**src/rtl/gf_dec_pkg.sv**
```systemverilog
package gf_dec_pkg;

  localparam int GF_W_DEF = 4;

  typedef enum logic [1:0] {
    ST_IDLE  = 2'd0,
    ST_BUILD = 2'd1,
    ST_SCAN  = 2'd2
  } dec_state_t;

  // Width-generic reference product for checks (up to 16-bit fields).
  function automatic logic [15:0] gf_mul_ref(input logic [15:0] a,
                                             input logic [15:0] b,
                                             input logic [15:0] poly,
                                             input int          w);
    logic [15:0] r;
    logic [15:0] msk;
    r   = '0;
    msk = 16'((32'd1 << w) - 1);
    for (int i = 15; i >= 0; i--) begin
      if (i < w) begin
        if (r[w-1]) r = ((r << 1) ^ poly) & msk;
        else        r = (r << 1) & msk;
        if (b[i]) r = r ^ (a & msk);
      end
    end
    return r;
  endfunction

endpackage

```
**src/rtl/gf_mul_unit.sv**
```systemverilog
module gf_mul_unit #(
  parameter int W = 4
) (
  input  logic [W-1:0] a,
  input  logic [W-1:0] b,
  input  logic [W-1:0] poly,
  output logic [W-1:0] p
);

  // MSB-first shift-and-add: each stage doubles, reduces, then adds a if b bit set.
  for (genvar i = 0; i < W; i++) begin : g_stage
    logic [W-1:0] prev;
    logic [W-1:0] shifted;
    logic [W-1:0] nxt;
    if (i == 0) begin : g_first
      assign prev = '0;
    end else begin : g_chain
      assign prev = g_stage[i-1].nxt;
    end
    assign shifted = {prev[W-2:0], 1'b0} ^ (prev[W-1] ? poly : '0);
    assign nxt     = shifted ^ (b[W-1-i] ? a : '0);
  end

  assign p = g_stage[W-1].nxt;

  // a zero operand always yields a zero product
  always_comb begin
    p_zero_operand_r4: assert (!((a == '0) || (b == '0)) || (p == '0));
  end

endmodule

```
**src/rtl/gf_prod_table.sv**
```systemverilog
module gf_prod_table #(
  parameter int W = 4
) (
  input  logic         clk,
  input  logic         we,
  input  logic [W-1:0] waddr,
  input  logic [W-1:0] wdata,
  input  logic [W-1:0] raddr,
  output logic [W-1:0] rdata
);

  localparam int DEPTH = 1 << W;

  logic [W-1:0] mem [0:DEPTH-1];

  // Synchronous write, registered read: maps onto a block RAM.
  always_ff @(posedge clk) begin
    if (we) mem[waddr] <= wdata;
    rdata <= mem[raddr];
  end

endmodule

```
**src/rtl/gf_lookup_decoder.sv**
```systemverilog
module gf_lookup_decoder
  import gf_dec_pkg::*;
#(
  parameter int W = GF_W_DEF
) (
  input  logic         clk,
  input  logic         rst,
  input  logic         start,
  input  logic [W-1:0] cipher_in,
  input  logic [W-1:0] key_in,
  input  logic [W-1:0] poly_in,
  output logic [W-1:0] msg_out,
  output logic         found,
  output logic         miss,
  output logic         ambig,
  output logic         busy
);

  localparam logic [W-1:0] LAST = W'((1 << W) - 1);

  dec_state_t   state;
  logic [W-1:0] cipher_q, key_q, poly_q;
  logic [W-1:0] idx;
  logic [W-1:0] pidx;
  logic         pend;
  logic [W-1:0] prod;
  logic [W-1:0] rd_data;

  gf_mul_unit #(.W(W)) u_mul (
    .a    (key_q),
    .b    (idx),
    .poly (poly_q),
    .p    (prod)
  );

  gf_prod_table #(.W(W)) u_tbl (
    .clk   (clk),
    .we    (state == ST_BUILD),
    .waddr (idx),
    .wdata (prod),
    .raddr (idx),
    .rdata (rd_data)
  );

  always_ff @(posedge clk) begin
    if (rst) begin
      state    <= ST_IDLE;
      cipher_q <= '0;
      key_q    <= '0;
      poly_q   <= '0;
      idx      <= '0;
      pidx     <= '0;
      pend     <= 1'b0;
      msg_out  <= '0;
      found    <= 1'b0;
      miss     <= 1'b0;
      ambig    <= 1'b0;
      busy     <= 1'b0;
    end else begin
      case (state)
        ST_IDLE: begin
          if (start) begin
            cipher_q <= cipher_in;
            key_q    <= key_in;
            poly_q   <= poly_in;
            idx      <= '0;
            pend     <= 1'b0;
            found    <= 1'b0;
            miss     <= 1'b0;
            ambig    <= 1'b0;
            busy     <= 1'b1;
            state    <= ST_BUILD;
          end
        end
        ST_BUILD: begin
          idx <= idx + 1'b1;
          if (idx == LAST) state <= ST_SCAN;
        end
        ST_SCAN: begin
          idx  <= idx + 1'b1;
          pidx <= idx;
          pend <= 1'b1;
          if (pend) begin
            if (rd_data == cipher_q) begin
              msg_out <= pidx;
              found   <= 1'b1;
              ambig   <= (key_q == '0);
              busy    <= 1'b0;
              state   <= ST_IDLE;
            end else if (pidx == LAST) begin
              miss  <= 1'b1;
              busy  <= 1'b0;
              state <= ST_IDLE;
            end
          end
        end
        default: state <= ST_IDLE;
      endcase
    end
  end

  // first cycle out of reset is idle with clear flags
  p_reset_idle_r1: assert property (@(posedge clk) disable iff (rst)
    $past(rst) |-> (!busy && !found && !miss && !ambig));

  // an idle start makes the engine busy on the next cycle
  p_start_busy_r2: assert property (@(posedge clk) disable iff (rst)
    (!busy && start) |=> busy);

  // captured operands are frozen while a run is in progress
  p_hold_ops_r3: assert property (@(posedge clk) disable iff (rst)
    (busy && $past(busy)) |-> ($stable(cipher_q) && $stable(key_q) && $stable(poly_q)));

  // a reported match is a genuine field product
  p_match_consistent_r4: assert property (@(posedge clk) disable iff (rst)
    found |-> (W'(gf_mul_ref(16'(key_q), 16'(msg_out), 16'(poly_q), W)) == cipher_q));

  // busy only drops together with a result
  p_busy_ends_r7: assert property (@(posedge clk) disable iff (rst)
    $fell(busy) |-> (found || miss));

  // ambiguity only with zero key and zero result
  p_ambig_zero_r9: assert property (@(posedge clk) disable iff (rst)
    ambig |-> (found && msg_out == '0 && key_q == '0));

  // found and miss are exclusive
  p_excl_status_r10: assert property (@(posedge clk) disable iff (rst)
    $onehot0({found, miss}));

endmodule

```
**config.mk**
```make
export PLATFORM = sky130hd
export DESIGN_NAME = gf_lookup_decoder
export DESIGN_NICKNAME = d
export VERILOG_FILES = /design/src/rtl/gf_dec_pkg.sv /design/src/rtl/gf_mul_unit.sv /design/src/rtl/gf_prod_table.sv /design/src/rtl/gf_lookup_decoder.sv
export SDC_FILE = /design/constraint.sdc
export NUM_CORES = 1
export LEC_CHECK = 0
export BUFFER_PORTS_ARGS = -buffer_cell sky130_fd_sc_hd__buf_4
export CORE_ASPECT_RATIO = 0.7
export CORE_MARGIN = 5
export CORE_UTILIZATION = 45
export DETAILED_ROUTE_END_ITERATION = 7
export PLACE_DENSITY_LB_ADDON = 0.3
export SETUP_SLACK_MARGIN = 0.02
export SLEW_MARGIN = 20
export SYNTH_ARGS = -nofsm -noshare
export SYNTH_HDL_FRONTEND = slang
export SYNTH_SLANG_ARGS = --single-unit
```
**constraint.sdc**
```tcl
create_clock -name clk -period 2.3 [get_ports clk]
set_input_delay 0.46 -clock clk [delete_from_list [all_inputs] [get_ports clk]]
set_output_delay 0.46 -clock clk [all_outputs]
set_load 0.1 [all_outputs]
```
### Word-level counts from Yosys, hierarchy flattened

Memory sizes are Yosys's and may differ from the RTL's. A register that Yosys moved wholly into a read port is not among the register bits.
Cells that the tools add are included.

* flip-flop bits (word level): 31
* bits in writable memories: 64
* bits of input ports: 15
* memories kept: 1

* add/sub/neg operators: 1
* equal/unequal tests: 12
* multiplexer cells: 34
* bitwise gates (word level): 6
* reductions and logical operators: 13

Memories
* u_tbl.mem: depth 16, width 4, read ports 1, clocked after memory_dff 1, write ports 1, RTL line gf_prod_table.sv:14 `logic [W-1:0] mem [0:DEPTH-1];`

Operators with widths (count)
* $mux W4: 8
* $xor A4 B4 Y4: 6
* $mux W1: 14
* $ne A2 B2 Y1 const B: 6
* $reduce_and A4 Y1: 3
* $mux W2: 5
* $pmux W1 S2: 5
* $eq A4 B4 Y1 const B: 2
* $pmux W4 S2: 1
* $pmux W2 S3: 1
* $reduce_and A2 Y1: 3
* $reduce_and A5 Y1: 1
* $add A4 B1 Y4 const B: 1
* $eq A4 B4 Y1: 1
* $logic_not A4 Y1: 1
* $reduce_bool A2 Y1: 2
* $ne A3 B3 Y1 const B: 1
* $reduce_and A3 Y1: 1
* $eq A2 B1 Y1 const B: 1
* $eq A2 B2 Y1 const B: 1
* $logic_not A2 Y1: 1
* $reduce_or A2 Y1: 1

### Logic depth before layout (Yosys ltp)

Gate-level depths: netlist of run 1.

* word-level depth: 10
* depth in mapped cells: 9

### By module

From an unflattened synthesis of run 1, not the netlist that was laid out.

* cell total of the unflattened synthesis: 346
* area, all modules: 4375.4 um2

Modules (own cells, without submodules)
* gf_prod_table: times used 1, cells an instance 130, area an instance 2666.3 um2
* gf_lookup_decoder: times used 1, cells an instance 161, area an instance 1353.8 um2
* gf_mul_unit: times used 1, cells an instance 55, area an instance 355.3 um2

### Worst setup path before layout of run 1

Ideal clock, no wire load.

* path type: reg2reg
* start: reg idx[2]
* end: mem u_tbl.mem[0][3], data pin
* arrival: 1.773 ns
* path slack: 0.230 ns
* cell stages (with the launch flop): 8
* buffers on the path: 1
* clock period less this slack: 2.070 ns
* path through: dfxtp_1 buf_2 nand2b_1 xnor2_1 a21o_1 a21oi_1 o21ai_0 xnor2_1

* longest elaborated chain between the ends: 8

RTL lines
* start: declaration: RTL line gf_lookup_decoder.sv:23 `logic [W-1:0] idx;`
* start signal: assignment: RTL line gf_lookup_decoder.sv:76 `idx <= idx + 1'b1;`
* start signal: assignment: RTL line gf_lookup_decoder.sv:80 `idx <= idx + 1'b1;`
* $mux W4 *: RTL line gf_mul_unit.sv:21 `assign nxt = shifted ^ (b[W-1-i] ? a : '0);`
* $xor A4 B4 Y4 *: RTL line gf_mul_unit.sv:21
* $mux W4: RTL line gf_mul_unit.sv:20 `assign shifted = {prev[W-2:0], 1'b0} ^ (prev[W-1] ? poly : '0);`
* $xor A4 B4 Y4 *: RTL line gf_mul_unit.sv:20
* $xor A4 B4 Y4 *: RTL line gf_mul_unit.sv:21
* $mux W4: RTL line gf_mul_unit.sv:20
* $xor A4 B4 Y4 *: RTL line gf_mul_unit.sv:20
* $xor A4 B4 Y4 *: RTL line gf_mul_unit.sv:21
* named net prod[3]: RTL line gf_lookup_decoder.sv:26 `logic [W-1:0] prod;`
* end: declaration: RTL line gf_prod_table.sv:14

Mark *: on every way through the listed nets, which the timed path passes. The rest lies on a longest branch.

### Worst setup path in the final report of run 1

* start: reg state[0]
* end: reg state[1]

* longest elaborated chain between the ends: 3

RTL lines
* start: declaration: RTL line gf_lookup_decoder.sv:21 `dec_state_t state;`
* start signal: assignment: RTL line gf_lookup_decoder.sv:47 `state <= ST_IDLE;`
* start signal: assignment: RTL line gf_lookup_decoder.sv:72 `state <= ST_BUILD;`
* start signal: assignment: RTL line gf_lookup_decoder.sv:77 `if (idx == LAST) state <= ST_SCAN;`
* $eq A2 B2 Y1 (tied with other cells): RTL line gf_lookup_decoder.sv:60 `case (state)`
* $ne A3 B3 Y1 (no source line) / $ne A2 B2 Y1 (equally long branches)
* $reduce_and A4 Y1 (no source line)

Several ways; a longest one is shown, not always the timed one.
A chain may end at the register's enable or synchronous reset.

==> results of run 1 <==
-- critical path, cell delays in order, from the launching register on --
cell      delay [ns]
dfxtp_1         0.37
inv_1           0.08
ha_1            0.34
nand2b_1        0.31
o21ai_0         0.16
a31oi_1         0.37
nand2_1         0.14
a22oi_1         0.18
nor2_1          0.06
-- flip-flops by register name (all words and copies together), names as in the netlist --
| name | count |
|---|---|
| ambig | 1 |
| msg_out | 4 |
| pidx | 4 |
| u_tbl.rdata | 4 |
| found | 1 |
| pend | 1 |
| busy | 1 |
| u_tbl.mem | 64 |
| idx | 4 |
| state | 2 |
| miss | 1 |
| poly_q | 4 |
| key_q | 4 |
| cipher_q | 4 |
-- per-stage QoR --
stage / power, W / setup TNS, ns / cell area (sq um) / worst slack, ns
after global placement: 0.00238 / -7.00 / 4830 / -0.172
after CTS: 0.00380 / 0 / 5190 / 0.0572
after floorplan: 0.00228 / 0 / 4450 / 0.230
after global routing: 0.00392 / 0 / 5220 / 0.0362
final: 0.00376 / 0 / 5220 / 0.175
after detailed placement: 0.00239 / -15.68 / 4830 / -0.294
-- synthesized netlist by cell type (4+ instances only) --
library cell	number	area share (%)
dfxtp_1	35	16
edfxtp_1	64	43
a21oi_1	21	2.4
nand2_1	51	4.3
nand3_1	5	0.56
ha_1	7	2.0
nor2_1	23	1.9
mux4_1	14	8.3
mux4_2	6	3.0
clkbuf_1	9	0.76
nand2b_1	8	1.1
xor2_1	5	0.98
o21ai_0	8	0.90
nor2b_1	4	0.56
xnor2_1	19	3.7
inv_1	6	0.51
buf_2	5	0.56
and3_1	6	0.84
and2_1	8	1.1
mux2i_1	9	2.0
-- cells by family after synthesis --
family | after synthesis
adders and majority gates | 7
buffers and inverters | 27
AOI/OAI and AO/OA | 43
xor gates and xnor gates | 24
DFF | 99
muxes | 29
and+or+nand+nor | 116
-- timing repair --
action | in CTS | in global routing
gates resized for setup | 5 | 0
buffers inserted | 2 | 2
hold endpoints to repair | 0 | 0
hold buffers | 0 | 0
pin swaps | 2 | 2
endpoints found under the setup margin | 64 | 32
-- area by class of cell --
class                           count  area share (%)
Clock buffer                       11            4.65
Clock inverter                      5           0.672
Inverter                            6           0.432
Multi-Input combinational cell    219            33.0
Sequential cell                    99            50.3
Tap cell                          128            3.07
Timing Repair Buffer               50            7.92
-- path summary, 6_finish.rpt --
check,end,depth (start not counted)
setup / recovery,state[1],8
hold / removal,cipher_q[0],3
setup reg to reg,state[1],8
hold reg to reg,cipher_q[1],2
-- metal layers --
| metal | part of all wire (%) | up-vias |
|---|---|---|
| met5 | 0 | - |
| met4 | 0.58 | 0 |
| met3 | 6.5 | 6 |
| met2 | 47 | 89 |
| met1 | 46 | 1390 |
| li1 | - | 1332 |
-- power groups by stage --
stage | logic (W) | registers, W | clock network (W)
6_report | 0.000395 | 0.00197 | 0.00140
5_1_grt | 0.000427 | 0.00197 | 0.00153
4_1_cts | 0.000391 | 0.00197 | 0.00144
3_5_place_dp | 0.000383 | 0.00200 | 0
3_3_place_gp | 0.000376 | 0.00200 | 0
2_1_floorplan | 0.000256 | 0.00203 | 0
==> results.sh, run 1 <==
export IMPL_outcome="completed"
export IMPL_antenna_found_initial=0
export IMPL_grtUsageTotal_pct=16.4
export IMPL_min_path_type="input port to register"
export IMPL_cts_reportedPaths_clkPinSlew_ns=0.07
export IMPL_cp_max_fo=12
export IMPL_initial_core_util_pct=45.9
export IMPL_cts_htree_levels=3
export IMPL_vias=2817
export IMPL_cp_end_kind="register"
export IMPL_rsz0062_at_grt="no"
export IMPL_setup_viol=0
export IMPL_final_layout_size_suffix_gt1_share_pct=19.2
export IMPL_p_clk_share_pct=37.3
export IMPL_p_per_area_nw_per_um2=721
export IMPL_hold_start="cipher_in[0]"
export IMPL_timing_final_crit_share_pct=92.4
export IMPL_final_util_pct=53.9
export IMPL_synth_edf_count=64
export IMPL_ys_types=41
export IMPL_cts_sink_count=99
export IMPL_grt_max_degree=31
export IMPL_root_buffer="clkbuf_16"
export IMPL_ff2ff_setup_slack_ns=0.18
export IMPL_final_common_cell="edfxtp_1"
export IMPL_synth_xor_area_share_pct=4.73
export IMPL_hold_violations=0
export IMPL_ant_nets=0
export IMPL_syn_area_sq_um=4450
export IMPL_drt_iter0_markers=281
export IMPL_syn_to_final_growth_pct=17.3
export IMPL_cts_tree="done"
export IMPL_cts_made_buffers=9
export IMPL_die_w_um=129
export IMPL_dieArea_sq_um=12000
export IMPL_critPathLaunch="state[0]"
export IMPL_place_hpwl_um=6610
export IMPL_comb_power_share_pct=10.5
export IMPL_drt_total_wl_um=9500
export IMPL_num_antenna_cells=0
export IMPL_synthArstFlopShare_pct=0
export IMPL_rows=30
export IMPL_final_cell_mix="edfxtp_1, nand2_1, buf_4, dfxtp_1, nor2_1"
export IMPL_ys_ff_latch=99
export IMPL_boundaryPins=23
export IMPL_power_net_switching_w=0.000897
export IMPL_io_buffers=22
export IMPL_crit_type="register to register"
export IMPL_grt_pass1_vias=2668
export IMPL_fillCellCount=808
export IMPL_p_leak_nw=1.84
export IMPL_p_int_w=0.00287
export IMPL_maxSlewHeadroom_pct=44.7
export IMPL_worst_pin_slew_ns=0.828
export IMPL_worstReg2RegStart="state[0]"
export IMPL_min_period_ns=2.12
export IMPL_final_nets=407
export IMPL_met1_usage_pct=23.5
export IMPL_synth_seq_area_share_pct=59.0
export IMPL_skew_ns=0.0110
export IMPL_place_gp_congestion=0.848
export IMPL_synth_top_flop_cell="edfxtp_1"
export IMPL_clkLatencyLatePin_ns=0.34
export IMPL_regArea_sq_um=2620
export IMPL_startpoint_type="register"
export IMPL_syn_nets=367
export IMPL_met2_usage_pct=24.3
export IMPL_seq_power_share_pct=52.2
export IMPL_max_freq_ghz=0.471
export IMPL_crit_required_ns=2.52
export IMPL_core_sq_um=9680
export IMPL_grt_busiest_layer="met2"
export IMPL_place_inst=498
export IMPL_multiInputGateArea_sq_um=1720
export IMPL_synth_top_family_by_area="multiplexers"
export IMPL_stdcell_count=518
export IMPL_drv_cap=0
export IMPL_p_sw_share_pct=23.8
export IMPL_arrival_ns=2.35
export IMPL_drc_errors=0
export IMPL_netlist_instances=345
export IMPL_grt_use_met3_pct=5.88
export IMPL_yosys_warnings=0
export IMPL_synth_fa_ha_area_share_pct=1.97
export IMPL_cts_max_path_buffers=2
export IMPL_grt_ovfl_total=0
export IMPL_syn_area_per_cell_sq_um=12.9
export IMPL_vias_per_cell=5.44
export IMPL_maxSlewViolCount=0
export IMPL_synth_simple_area_share_pct=12.1
export IMPL_dr_pass1_iters=5
export IMPL_fp_dieH_um=93.2
export IMPL_synth_compound_area_share_pct=5.60
export IMPL_hold_slack_ns=0.362
export IMPL_synthMuxAreaShare_pct=13.3
export IMPL_peakVddDrop_uv=422
export IMPL_routedWlPerCell_um=18.3
export IMPL_grt_pass1_wl_um=14700
(Power assumes the default switching activity.)
==> inputs of run 2 (changes only) <==
- ABC_AREA: not set -> 1
- CAP_MARGIN: not set -> 15
- CELL_PAD_IN_SITES_DETAIL_PLACEMENT: not set -> 2
- CELL_PAD_IN_SITES_GLOBAL_PLACEMENT: not set -> 2
- CORE_UTILIZATION: 45 -> 39
==> results.sh, run 2 <==
export IMPL_grt_ovfl_total=0
export IMPL_rsz0062_at_grt="no"
export IMPL_cts_made_buffers=9
export IMPL_final_util_pct=47.1
export IMPL_post_cts_setup_buffers=0
export IMPL_drv_cap=0
export IMPL_synth_top_cell_area_share_pct=42.7
export IMPL_cpPeakStageDelay_ns=0.42
export IMPL_peakVddDrop_uv=460
export IMPL_yosysTopAreaCell="edfxtp_1"
export IMPL_initial_core_util_pct=40.3
export IMPL_final_common_cell="nand2_1"
export IMPL_timing_final_crit_share_pct=94.9
export IMPL_startpoint_type="register"
export IMPL_place_hpwl_um=10300
export IMPL_ys_types=32
export IMPL_fillCellCount=1194
export IMPL_grt_pass1_vias=4085
export IMPL_final_layout_size_suffix_gt1_share_pct=15.1
export IMPL_final_cell_mix="nand2_1, nor2_1, edfxtp_1, o21ai_0, buf_4"
export IMPL_antenna_found_initial=0
export IMPL_syn_nets=508
export IMPL_top_register="u_tbl.mem"
export IMPL_die_w_um=138
export IMPL_synth_common_cells="nand2_1, nor2_1, edfxtp_1"
export IMPL_skew_ns=0.00987
export IMPL_synthArstFlopShare_pct=0
export IMPL_clkLatencyLatePin_ns=0.35
export IMPL_io_buffers=22
export IMPL_min_period_ns=2.18
export IMPL_critPathTopFamily="buffers and inverters"
export IMPL_synth_edf_count=64
export IMPL_drt_iter0_markers=273
export IMPL_multiInputGateArea_sq_um=1630
export IMPL_grt_max_degree=41
export IMPL_outcome="completed"
export IMPL_syn_area_per_cell_sq_um=9.27
export IMPL_cts_max_path_buffers=2
export IMPL_regArea_sq_um=2630
export IMPL_arrival_ns=2.18
export IMPL_syn_to_final_growth_pct=16.8
export IMPL_crit_type="register to register"
export IMPL_ant_nets=0
export IMPL_place_gp_congestion=0.790
export IMPL_fin_tns_setup_ns=0
export IMPL_hold_slack_ns=0.333
export IMPL_yosys_top_cells_area="edfxtp_1, dfxtp_1, nand2_1"
export IMPL_cp_end_kind="register"
export IMPL_min_path_type="input port to register"
export IMPL_setup_viol=0
export IMPL_p_per_area_nw_per_um2=1010
export IMPL_syn_area_sq_um=4500
export IMPL_core_sq_um=11200
export IMPL_cts_hold_buf=0
export IMPL_routedWlPerCell_um=22.0
export IMPL_cts_sink_count=99
export IMPL_max_freq_ghz=0.458
export IMPL_ys_ff_latch=99
export IMPL_p_leak_nw=2.06
export IMPL_rows=32
export IMPL_boundaryPins=23
export IMPL_drc_errors=0
export IMPL_path_cells="buf_4 -> buf_6 -> inv_1 -> ha_1 -> nand2_1 -> nor2_1"
export IMPL_cts_resized=6
export IMPL_largest_register_ffs=64
export IMPL_maxSlewViolCount=0
export IMPL_yosysMostFrequentCell="nand2_1"
export IMPL_vias=3690
export IMPL_final_nets=546
export IMPL_dieArea_sq_um=13800
export IMPL_fp_dieH_um=99.9
export IMPL_worst_path_max_delay_cell="nor2_1"
export IMPL_synth_seq_area_share_pct=58.2
export IMPL_cts_htree_levels=3
export IMPL_netlist_instances=486
export IMPL_hold_violations=0
export IMPL_cts_tree="done"
export IMPL_synth_top_flop_cell="edfxtp_1"
export IMPL_vias_per_cell=5.41
export IMPL_cts_reportedPaths_clkPinSlew_ns=0.08
export IMPL_root_buffer="clkbuf_16"
export IMPL_maxSlewHeadroom_pct=56.1
export IMPL_cp_max_fo=40
export IMPL_crit_required_ns=2.30
export IMPL_drt_total_wl_um=15000
export IMPL_num_antenna_cells=0
export IMPL_grt_pass1_wl_um=23600
export IMPL_grtUsageTotal_pct=22.1
export IMPL_finalInstanceArea_sq_um=5260
export IMPL_dr_pass1_iters=4
export IMPL_worst_pin_slew_ns=0.658
export IMPL_path_buf_inv=3
export IMPL_dpl_cell_area_sq_um=4940
export IMPL_yosys_warnings=0
run 2: final timing paths:
kind | start | to | slack, ns | cells after the start
worst max-delay path | idx[0] | u_tbl.mem[0][2] | 0.12 | 6
worst max register to register | idx[0] | u_tbl.mem[0][2] | 0.12 | 6
worst min-delay path | rst | state[1] | 0.33 | 2
worst min register to register | busy | busy | 0.45 | 2
run 2: stage by stage:
stage,instances,setup slack (ns),power (W)
finish,682,0.118,0.00533
global placement,666,-0.127,0.00369
global route,682,0.0289,0.00558
floorplan,486,0.416,0.00319
CTS,682,0.0233,0.00534
detailed placement,666,-0.422,0.00381
run 2: area by class of cell:
class | instances | share of cell area, %
Timing Repair Buffer | 48 | 6.92
Inverter | 42 | 3.00
Sequential cell | 99 | 50.0
Clock buffer | 10 | 4.35
Multi-Input combinational cell | 324 | 31.1
Tap cell | 153 | 3.64
Clock inverter | 6 | 1.05
run 2: power breakdown:
group	switching [W]	total [W]	internal, W
Clock	0.000730	0.00149	0.000756
Sequential	0.000160	0.00226	0.00210
Combinational	0.00112	0.00158	0.000465
Total	0.00201	0.00533	0.00332
run 2: cells by family after synthesis:
kind of cell / count (synthesis) / synth area share (%)
simple gates: 206 / 19.6
fa+ha+maj: 7 / 1.94
flops: 99 / 58.2
compound gates: 99 / 11.6
xor+xnor: 12 / 2.50
buf+inv: 63 / 6.03
run 2: routing by layer:
layer,global-route usage [%],vias to the layer above,part of all wire (%)
met5,0,-,0
met2,39.1,67,50
li1,-,1722,-
met3,3.95,15,4.7
met1,28.9,1886,45
met4,4.33,0,1.0
